==> src/rtl/rtc_cal_pkg.sv <==
package rtc_cal_pkg;

    localparam logic [7:0] OFS_STATUS = 8'h08;
    localparam logic [7:0] OFS_PRESC  = 8'h0C;
    localparam logic [7:0] OFS_TOD    = 8'h10;
    localparam logic [7:0] OFS_DATE   = 8'h14;
    localparam logic [7:0] OFS_AL_TOD = 8'h18;
    localparam logic [7:0] OFS_AL_DAT = 8'h1C;

    typedef struct packed {
        logic [4:0] hour;
        logic [5:0] min;
        logic [5:0] sec;
    } tod_t;

    typedef struct packed {
        logic [11:0] year;
        logic [3:0]  mon;
        logic [4:0]  day;
    } date_t;

    typedef struct packed {
        logic a1_en;
        logic a1_flag;
        logic hz_en;
        logic al_en;
        logic hz_flag;
        logic al_flag;
    } status_t;

    typedef enum logic [2:0] {
        SEL_NONE, SEL_STATUS, SEL_PRESC, SEL_TOD, SEL_DATE, SEL_AL_TOD, SEL_AL_DAT
    } reg_sel_e;

    function automatic reg_sel_e decode_ofs(logic [7:0] ofs);
        case (ofs)
            OFS_STATUS: return SEL_STATUS;
            OFS_PRESC:  return SEL_PRESC;
            OFS_TOD:    return SEL_TOD;
            OFS_DATE:   return SEL_DATE;
            OFS_AL_TOD: return SEL_AL_TOD;
            OFS_AL_DAT: return SEL_AL_DAT;
            default:    return SEL_NONE;
        endcase
    endfunction

    function automatic logic [4:0] days_in_month(logic [3:0] mon, logic [11:0] year);
        case (mon)
            4'd4, 4'd6, 4'd9, 4'd11: return 5'd30;
            4'd2:                    return (year[1:0] == 2'd0) ? 5'd29 : 5'd28;
            default:                 return 5'd31;
        endcase
    endfunction

    function automatic tod_t tod_step(tod_t t, output logic day_over);
        tod_t n;
        n = t;
        day_over = 1'b0;
        if (t.sec >= 6'd59) begin
            n.sec = '0;
            if (t.min >= 6'd59) begin
                n.min = '0;
                if (t.hour >= 5'd23) begin
                    n.hour   = '0;
                    day_over = 1'b1;
                end else begin
                    n.hour = t.hour + 5'd1;
                end
            end else begin
                n.min = t.min + 6'd1;
            end
        end else begin
            n.sec = t.sec + 6'd1;
        end
        return n;
    endfunction

    function automatic date_t date_step(date_t d);
        date_t n;
        n = d;
        if (d.day >= days_in_month(d.mon, d.year)) begin
            n.day = 5'd1;
            if (d.mon >= 4'd12) begin
                n.mon  = 4'd1;
                n.year = d.year + 12'd1;
            end else begin
                n.mon = d.mon + 4'd1;
            end
        end else begin
            n.day = d.day + 5'd1;
        end
        return n;
    endfunction

endpackage

==> src/rtl/rtc_prescaler.sv <==
module rtc_prescaler
    import rtc_cal_pkg::*;
#(
    parameter int DIV_W    = 16,
    parameter int TRIM_W   = 8,
    parameter int WIN_LOG2 = 3
) (
    input  logic              clk,
    input  logic              rst,
    input  logic              strobe,
    input  logic              restart,
    input  logic [DIV_W-1:0]  divider,
    input  logic [TRIM_W-1:0] trim,
    output logic              tick
);
    localparam int CNT_W = ((DIV_W > TRIM_W) ? DIV_W : TRIM_W) + 1;

    logic [CNT_W-1:0]    cnt_q;
    logic [CNT_W-1:0]    limit;
    logic [WIN_LOG2-1:0] win_q;

    // The last second of every window is stretched by the trim amount
    always_comb begin
        limit = CNT_W'(divider) + ((&win_q) ? CNT_W'(trim) : CNT_W'(0));
        tick  = strobe && !restart && (cnt_q >= limit);
    end

    always_ff @(posedge clk) begin
        if (rst || restart) begin
            cnt_q <= '0;
            win_q <= '0;
        end else if (tick) begin
            cnt_q <= '0;
            win_q <= win_q + 1'b1;
        end else if (strobe) begin
            cnt_q <= cnt_q + 1'b1;
        end
    end

    assert_tick_reaches_div_R2: assert property (@(posedge clk) disable iff (rst)
        tick |-> (cnt_q >= CNT_W'(divider)));

endmodule

==> src/rtl/rtc_calendar.sv <==
module rtc_calendar
    import rtc_cal_pkg::*;
#(
    parameter int RESET_YEAR = 2000
) (
    input  logic  clk,
    input  logic  rst,
    input  logic  tick,
    input  logic  wr_tod,
    input  logic  wr_date,
    input  tod_t  tod_wval,
    input  date_t date_wval,
    output tod_t  tod_q,
    output date_t date_q,
    output tod_t  tod_nx,
    output date_t date_nx
);
    logic day_over;

    always_comb begin
        tod_nx  = tod_step(tod_q, day_over);
        date_nx = day_over ? date_step(date_q) : date_q;
    end

    always_ff @(posedge clk) begin
        if (rst) begin
            tod_q  <= '0;
            date_q <= '{year: 12'(RESET_YEAR), mon: 4'd1, day: 5'd1};
        end else begin
            if (wr_tod)
                tod_q <= tod_wval;
            else if (tick)
                tod_q <= tod_nx;
            if (wr_date)
                date_q <= date_wval;
            else if (tick)
                date_q <= date_nx;
        end
    end

    assert_hold_between_ticks_R4: assert property (@(posedge clk) disable iff (rst)
        (!tick && !wr_tod && !wr_date) |=> ($stable(tod_q) && $stable(date_q)));

endmodule

==> src/rtl/rtc_events.sv <==
module rtc_events
    import rtc_cal_pkg::*;
(
    input  logic    clk,
    input  logic    rst,
    input  logic    tick,
    input  logic    match,
    input  logic    st_wr,
    input  status_t st_wval,
    output status_t status_q,
    output logic    irq
);
    // Event set wins over a same-cycle clear; enables use the value held before the write
    always_ff @(posedge clk) begin
        if (rst) begin
            status_q <= '0;
        end else begin
            status_q.al_flag <= (status_q.al_flag & ~(st_wr & st_wval.al_flag))
                                | (match & status_q.al_en);
            status_q.a1_flag <= (status_q.a1_flag & ~(st_wr & st_wval.a1_flag))
                                | (match & status_q.a1_en);
            status_q.hz_flag <= (status_q.hz_flag & ~(st_wr & st_wval.hz_flag)) | tick;
            if (st_wr) begin
                status_q.al_en <= st_wval.al_en;
                status_q.hz_en <= st_wval.hz_en;
                status_q.a1_en <= st_wval.a1_en;
            end
        end
    end

    always_comb begin
        irq = (status_q.al_flag & status_q.al_en)
            | (status_q.hz_flag & status_q.hz_en)
            | (status_q.a1_flag & status_q.a1_en);
    end

    assert_alarm_on_tick_R6: assert property (@(posedge clk) disable iff (rst)
        ($rose(status_q.al_flag) || $rose(status_q.a1_flag)) |-> $past(tick));

    assert_flag_clear_R8: assert property (@(posedge clk) disable iff (rst)
        (st_wr && st_wval.al_flag && !match) |=> !status_q.al_flag);

    assert_irq_has_source_R9: assert property (@(posedge clk) disable iff (rst)
        irq |-> (status_q.al_flag || status_q.hz_flag || status_q.a1_flag));

endmodule

==> src/rtl/rtc_calendar_core.sv <==
module rtc_calendar_core
    import rtc_cal_pkg::*;
#(
    parameter int DIV_W      = 16,
    parameter int TRIM_W     = 8,
    parameter int WIN_LOG2   = 3,
    parameter int DEF_DIV    = 32767,
    parameter int RESET_YEAR = 2000
) (
    input  logic        clk,
    input  logic        rst,
    input  logic        ref_strobe,
    input  logic        bus_wr,
    input  logic [7:0]  bus_addr,
    input  logic [31:0] bus_wdata,
    output logic [31:0] bus_rdata,
    output logic        irq
);
    localparam int TRIM_LSB = 16;

    reg_sel_e          sel;
    logic              wr_tod, wr_date, wr_status;
    logic [DIV_W-1:0]  div_q;
    logic [TRIM_W-1:0] trim_q;
    tod_t              al_tod_q, tod_q, tod_nx;
    date_t             al_date_q, date_q, date_nx;
    status_t           status_q;
    logic              tick, match;

    always_comb begin
        sel       = decode_ofs(bus_addr);
        wr_tod    = bus_wr && (sel == SEL_TOD);
        wr_date   = bus_wr && (sel == SEL_DATE);
        wr_status = bus_wr && (sel == SEL_STATUS);
        match     = tick && (tod_nx == al_tod_q) && (date_nx == al_date_q);
    end

    always_ff @(posedge clk) begin
        if (rst) begin
            div_q     <= DIV_W'(DEF_DIV);
            trim_q    <= '0;
            al_tod_q  <= '0;
            al_date_q <= '0;
        end else if (bus_wr) begin
            case (sel)
                SEL_PRESC: begin
                    div_q  <= bus_wdata[DIV_W-1:0];
                    trim_q <= bus_wdata[TRIM_LSB +: TRIM_W];
                end
                SEL_AL_TOD: al_tod_q  <= tod_t'(bus_wdata[$bits(tod_t)-1:0]);
                SEL_AL_DAT: al_date_q <= date_t'(bus_wdata[$bits(date_t)-1:0]);
                default: ;
            endcase
        end
    end

    rtc_prescaler #(.DIV_W(DIV_W), .TRIM_W(TRIM_W), .WIN_LOG2(WIN_LOG2)) u_presc (
        .clk(clk), .rst(rst), .strobe(ref_strobe), .restart(wr_tod || wr_date),
        .divider(div_q), .trim(trim_q), .tick(tick)
    );

    rtc_calendar #(.RESET_YEAR(RESET_YEAR)) u_cal (
        .clk(clk), .rst(rst), .tick(tick), .wr_tod(wr_tod), .wr_date(wr_date),
        .tod_wval(tod_t'(bus_wdata[$bits(tod_t)-1:0])),
        .date_wval(date_t'(bus_wdata[$bits(date_t)-1:0])),
        .tod_q(tod_q), .date_q(date_q), .tod_nx(tod_nx), .date_nx(date_nx)
    );

    rtc_events u_evt (
        .clk(clk), .rst(rst), .tick(tick), .match(match), .st_wr(wr_status),
        .st_wval(status_t'(bus_wdata[$bits(status_t)-1:0])),
        .status_q(status_q), .irq(irq)
    );

    always_comb begin
        bus_rdata = '0;
        case (sel)
            SEL_STATUS: bus_rdata = 32'(status_q);
            SEL_PRESC:  bus_rdata = 32'(div_q) | (32'(trim_q) << TRIM_LSB);
            SEL_TOD:    bus_rdata = 32'(tod_q);
            SEL_DATE:   bus_rdata = 32'(date_q);
            SEL_AL_TOD: bus_rdata = 32'(al_tod_q);
            SEL_AL_DAT: bus_rdata = 32'(al_date_q);
            default:    bus_rdata = '0;
        endcase
    end

    assert_no_tick_on_write_R10: assert property (@(posedge clk) disable iff (rst)
        (wr_tod || wr_date) |-> !tick);

endmodule

==> config.mk <==
export PLATFORM = sky130hd
export DESIGN_NAME = rtc_calendar_core
export DESIGN_NICKNAME = d
export VERILOG_FILES = /design/src/rtl/rtc_cal_pkg.sv /design/src/rtl/rtc_prescaler.sv /design/src/rtl/rtc_calendar.sv /design/src/rtl/rtc_events.sv /design/src/rtl/rtc_calendar_core.sv
export SDC_FILE = /design/constraint.sdc
export NUM_CORES = 1
export LEC_CHECK = 0
export BUFFER_PORTS_ARGS = -buffer_cell sky130_fd_sc_hd__buf_2
export CAP_MARGIN = 10
export CORE_MARGIN = 2
export CORE_UTILIZATION = 60
export DETAILED_ROUTE_END_ITERATION = 6
export GPL_TIMING_DRIVEN = 1
export PLACE_DENSITY = 0.87
export SYNTH_ARGS = -nofsm -noshare
export SYNTH_HDL_FRONTEND = slang
export SYNTH_HIERARCHICAL = 1
export SYNTH_SLANG_ARGS = --single-unit
==> constraint.sdc <==
create_clock -name clk -period 5.8 [get_ports clk]
set_input_delay 1.16 -clock clk [delete_from_list [all_inputs] [get_ports clk]]
set_output_delay 1.16 -clock clk [all_outputs]
set_load 0.01 [all_outputs]
Yosys cells after proc, flatten, opt, wreduce, memory -nomap -nowiden. Cells that the tools add are included.

Register bits after elaboration: 126. Logic and storage cells: 117. Output and inout port bits: 33. Input port bits: 44.

Reduce and logical (&&, ||, !) cells: 19. Magnitude comparators: 6. Add/sub/neg operators: 9. Multiplexer cells: 22. Equal/unequal tests: 19. Bitwise operators: 20.

Operators by type and width (count): 24-bit one-hot mux with 6 select lines (1); 21-bit two-way mux (3); 17-bit two-way mux (2); 8-bit by 5-bit equality test with 1-bit output, second input constant (4); 16-bit by 24-bit OR with 24-bit output (1); 21-bit equality test (1); 3-bit one-hot mux with 6 select lines (1); 16-bit by 17-bit adder with 17-bit output (1); 17-bit by 1-bit adder with 17-bit output, second input constant (1); 17-bit equality test (1); 17-bit >= comparator (1); 8-bit by 4-bit equality test with 1-bit output, second input constant (2); 16-bit two-way mux (1); 5-bit two-way mux (3); 12-bit by 1-bit adder with 12-bit output, second input constant (1); 6-bit by 1-bit adder with 6-bit output, second input constant (2); 6-bit >= comparator, second input constant (2); 12-bit two-way mux (1); 6-bit two-way mux (2); 1-bit bitwise AND (11); 11-bit two-way mux (1); 5-bit by 1-bit adder with 5-bit output, second input constant (2); 5-bit one-hot mux with 2 select lines (1); 3-bit equality test, second input constant (3); 24 further kinds (46).

Logic depth before layout (Yosys ltp).
Word-level depth: 12. Depth in mapped cells: 24.

Hierarchy. Netlist, hierarchy kept.

By module, submodules not included: rtc_calendar_core (cells each 458, seq. area each 1241.2 sq um, area an instance 3548.4 sq um, instances 1); rtc_calendar (cells each 424, seq. area each 760.7 sq um, area an instance 3060.4 sq um, instances 1); rtc_prescaler (cells each 206, seq. area each 400.4 sq um, area an instance 1711.6 sq um, instances 1); rtc_events (cells each 24, seq. area each 120.1 sq um, area an instance 240.2 sq um, instances 1).

Worst setup path after synthesis. OpenSTA, ideal clock, no wires.

Path kind: reg2reg. Start: reg u_presc.win_q[0]. End: reg u_cal/date_q[15] (netlist name). Stages on the path, launching flop included: 23. Setup time: 122 ps. Clock period less this slack: 4819 ps. Arrival time: 4697 ps. Setup slack: 981 ps. Cell sequence: dfxtp_1 ha_1 ha_1 and2_1 ha_1 fa_1 a21o_1 a21oi_1 o21ai_1 and3_1 and4_1 xnor2_1 ha_1 nand4_1 or4_4 nand2_1 buf_6 clkinv_1 nor2_1 nand4_1 buf_2 or3_1 o311a_1.

Word-level cells in the longest chain between the ends: 6.

RTL lines: from (decl) (line rtc_prescaler.sv:20) `logic [WIN_LOG2-1:0] win_q;`; from (signal assigned) (line rtc_prescaler.sv:34) `win_q <= win_q + 1'b1;`; 3-bit AND reduction (line rtc_prescaler.sv:24) `limit = CNT_W'(divider) + ((&win_q) ? CNT_W'(trim) : CNT_W'(0));`; 8-bit two-way mux (line rtc_prescaler.sv:24); 16-bit by 17-bit adder with 17-bit output (line rtc_prescaler.sv:24); 17-bit >= comparator (line rtc_prescaler.sv:25) `tick = strobe && !restart && (cnt_q >= limit);`; 1-bit logical AND (line rtc_prescaler.sv:25); net tick (line rtc_calendar_core.sv:28) `logic tick, match;`; 2-bit nonzero test (no line).

The timed path passes the listed nets, and every way through them passes these cells. A chain may end at the register's enable or synchronous reset.

Worst setup path after layout.
Start: reg u_presc.win_q[0]. End: reg u_cal/date_q[0] (netlist name).

Word-level cells in the longest chain between the ends: 6.

RTL lines (line): 3-bit AND reduction (rtc_prescaler.sv:24); 8-bit two-way mux (rtc_prescaler.sv:24); 16-bit by 17-bit adder with 17-bit output (rtc_prescaler.sv:24); 17-bit >= comparator (rtc_prescaler.sv:25); 1-bit logical AND (rtc_prescaler.sv:25); net tick (rtc_calendar_core.sv:28); 2-bit nonzero test (no line).

The timed path passes the listed nets, and every way through them passes these cells.

==> impl_metrics.csv <==
group,metric,value,unit
timing,period_minus_slack,5.36,ns
layout,fill_cells,1122,
synth,ys_ff_latch,126,
layout,final_nets,1219,
clock_network,htree_levels,4,
floorplan,die_width,123,um
pwr,clkPwrFrac,53.0,%
route,routed-via-count,8726,
timing,rsz0062_at_grt,"false",
route,via_per_inst,6.58,
synth,syn_area,8560,um^2
setup_path,slowest_stage,"or4_1",
grt,overflow,0,
clock_network,clock-sinks,126,
hold_path,hp-class,"reg2reg",
floorplan,fp.dieH,123,um
route,ant_nets,0,
pwr,switching_share,23.6,%
layout,fin_cells,1326,
setup_path,cp_num_buf_inv,1,
timing,worstMarginPinSlew,0.924,ns
placed_design,post-dp-hpwl,18500,um
setup_path,path_delay_family,"simple AND/OR/NAND/NOR gates",
route,avgRoutedWirePerCell,19.6,um
layout,seqCellArea,2520,um^2
status,status,"finished, final reports clean",
clock_network,clock_latency,0.43,ns
run,drv_cap,0,
pwr,combPwrFrac,4.5,%
floorplan,die_area,15200,um^2
layout,area_growth,9.31,%
grt,grt_pass1_vias,7823,
floorplan,coreArea,13900,um^2
timing,period_share,92.5,%
setup_path,startpoint_type,"flip-flop",
clock_network,postCtsResizedCells,0,
timing,hold_ws,0.460,ns
setup_path,cp_cell_sequence,"ha_1 -> ha_1 -> and2_1 -> ha_1 -> fa_1 -> a21o_1 -> a21oi_1 -> o21ai_1 -> and3_1 -> and4_1 -> xnor2_1 -> ha_1 -> nand4_1 -> or4_4 -> nand2_1 -> buf_4 -> nand3_1 -> or4_1 -> o21ai_0 -> o21ai_0",
timing,hold_violations,0,
synth,synthCells,1112,
timing,relSlewSlack,38.2,%
timing,setup_viol,0,
setup_path,endpoint_kind,"flip-flop",
route,dr.pass1.iters,7,
floorplan,rows,43,
setup_path,cp_common_cell,"ha_1",
layout,final_cell_mix,"nand2_1, dfxtp_1, a21oi_1",
floorplan,io_pins,77,
placed_design,place_congestion,0.964,
route,totalWireLength,26000,um
pwr,p_leak,3.85,nW
floorplan,start_util,61.4,%
synth,syn_avg_cell_area,7.70,um^2
placed_design,place_inst,1293,
pwr,pwr-share-seq,42.5,%
timing,finalSetupTns,0,ns
timing,fmax,186,MHz
setup_path,critPathMaxFanout,31,
grt,antenna_found_initial,0,
placed_design,numPortBuffers,60,
pwr,powerDensity,219,nW/um^2
pwr,ir_worst_vdd,0.203,mV
setup_path,arrival,5.67,ns
pwr,p_int,1.57,mW
clock_network,cts_tree,"built",
timing,finClkSkew,0.00934,ns
clock_network,holdBufCountCts,0,
clock_network,cts_buffers,17,
synth,ys_warn_count,6,
layout,layout_commonest_cell,"nand2_1",
setup_path,cp.required,6.11,ns
timing,maxSlewViolCount,0,
synth,seq_area_frac_synth,29.5,%
route,drc_errors,0,
setup_path,crit_type,"reg2reg",
setup_path,max_stage_delay,0.50,ns
route,drtIter0Drc,1204,
clock_network,cts_root_buf,"clkbuf_16",
grt,grt_util_all_layers,34.6,%
pwr,p_sw,0.483,mW
synth,synth_edf_count,0,
layout,drive_gt1_share,11.4,%
layout,multiInputGateArea,5530,um^2
synth,async_reset_ff_share,0,%
clock_network,clock_path_buffers,2,
synth,synth.distinct_cells,78,
layout,antenna_cells,0,
clock_network,path_clk_slew,0.06,ns
grt,grt_max_degree,63,
synth,synth_flop_cell,"dfxtp_1",
grt,grt_pass1_wl,40500,um
[path summary, 6_finish.rpt]
path,startpoint,endpoint,slack [ns],depth (start not counted)
max,u_presc/win_q[0]$_SDFFE_PP0P_,u_cal/date_q[0]$_SDFFE_PP1P_,0.44,20
min,trim_q[6]$_SDFFE_PP0P_,trim_q[6]$_SDFFE_PP0P_,0.46,2
max reg2reg,u_presc/win_q[0]$_SDFFE_PP0P_,u_cal/date_q[0]$_SDFFE_PP1P_,0.44,20
min reg2reg,trim_q[6]$_SDFFE_PP0P_,trim_q[6]$_SDFFE_PP0P_,0.46,2
[registers in the layout, summed over array words and instances, names as in the netlist]
register        count
al_date_q          21
u_cal/date_q       21
al_tod_q           17
u_cal/tod_q        17
u_presc/cnt_q      17
div_q              16
trim_q              8
u_evt/status_q      6
u_presc/win_q       3
[cell type report]
class	count	area share (%)
Timing Repair Buffer	71	4.12
Multi-Input combinational cell	892	59.1
Clock buffer	17	4.55
Inverter	26	1.04
Clock inverter	14	1.83
Tap cell	180	2.41
Sequential cell	126	27.0
[power by group through the flow]
stage / logic, mW / clock network (mW) / registers [mW]
after floorplan: 0.0534 / 0 / 0.890
after global placement: 0.0870 / 0 / 0.891
after detailed placement: 0.0883 / 0 / 0.891
after CTS: 0.0889 / 1.09 / 0.872
after global routing: 0.0966 / 1.12 / 0.872
final: 0.0921 / 1.09 / 0.872
[cells by family (layout without fill, tap and decap cells)]
family	Yosys count	after routing	synth area share [%]
compound gates	261	261	19.3
xor+xnor	82	82	8.39
fa+ha+maj	41	41	6.08
buf+inv	101	128	6.24
flops	126	126	29.5
mux	32	32	3.95
other cells	1	8	0.0438
simple gates	468	468	26.5
[what timing repair did]
action	CTS	global route
hold endpoints to repair	0	0
buffers inserted	0	2
endpoints found under the setup margin	0	2
[Yosys cell counts, types with 5 or more instances]
library cell  number  area [um^2]
nand2_1          199          747
dfxtp_1          126         2520
a21oi_1           89          445
nor2_1            84          315
xor2_1            58          508
o21ai_0           44          220
ha_1              40          500
a22oi_1           32          240
nand3_1           30          150
clkbuf_1          28          105
inv_1             24         90.1
xnor2_1           24          210
nand4_1           22          138
nor3_1            22          110
and3_1            21          131
buf_2             21          105
nand3b_1          19          143
mux2i_1           18          180
and2_1            14         87.6
mux2_2            14          158
o21ai_1           13         65.1
nor4_1            11         68.8
or3_1             11         68.8
buf_4             10         75.1
a311oi_1           9         78.8
a31oi_1            8         50.1
buf_6              8         90.1
a211oi_1           7         52.6
nor3b_1            6         45.0
and4_1             5         43.8
o211ai_1           5         37.5
[worst reg2reg max path: cells and delay by family, from the launching register on]
family / cells / cell delay, ns
fa+ha+maj: 5 / 1.40
compound gates: 5 / 0.76
flops: 1 / 0.32
simple gates: 8 / 2.25
xor+xnor: 1 / 0.12
buf+inv: 1 / 0.38
[through the flow]
step	power (mW)	utilization, %	worst slack, ns	cell area (um^2)
floorplan	0.943	-	0.981	8590
global placement	0.977	62.8	0.542	8750
detailed placement	0.979	62.8	0.372	8750
CTS	2.05	67.0	0.253	9340
global route	2.09	67.2	0.170	9360
finish	2.05	67.2	0.437	9360
[per-layer routing]
layer | up-vias | track usage [%] | part of all wire [%]
li1 | 3997 | - | -
met1 | 4020 | 45.5 | 40
met2 | 607 | 54.3 | 45
met3 | 102 | 6.87 | 11
met4 | 0 | 16.9 | 4.6
met5 | - | 0 | 0
Power figures use the tool's default switching activity.
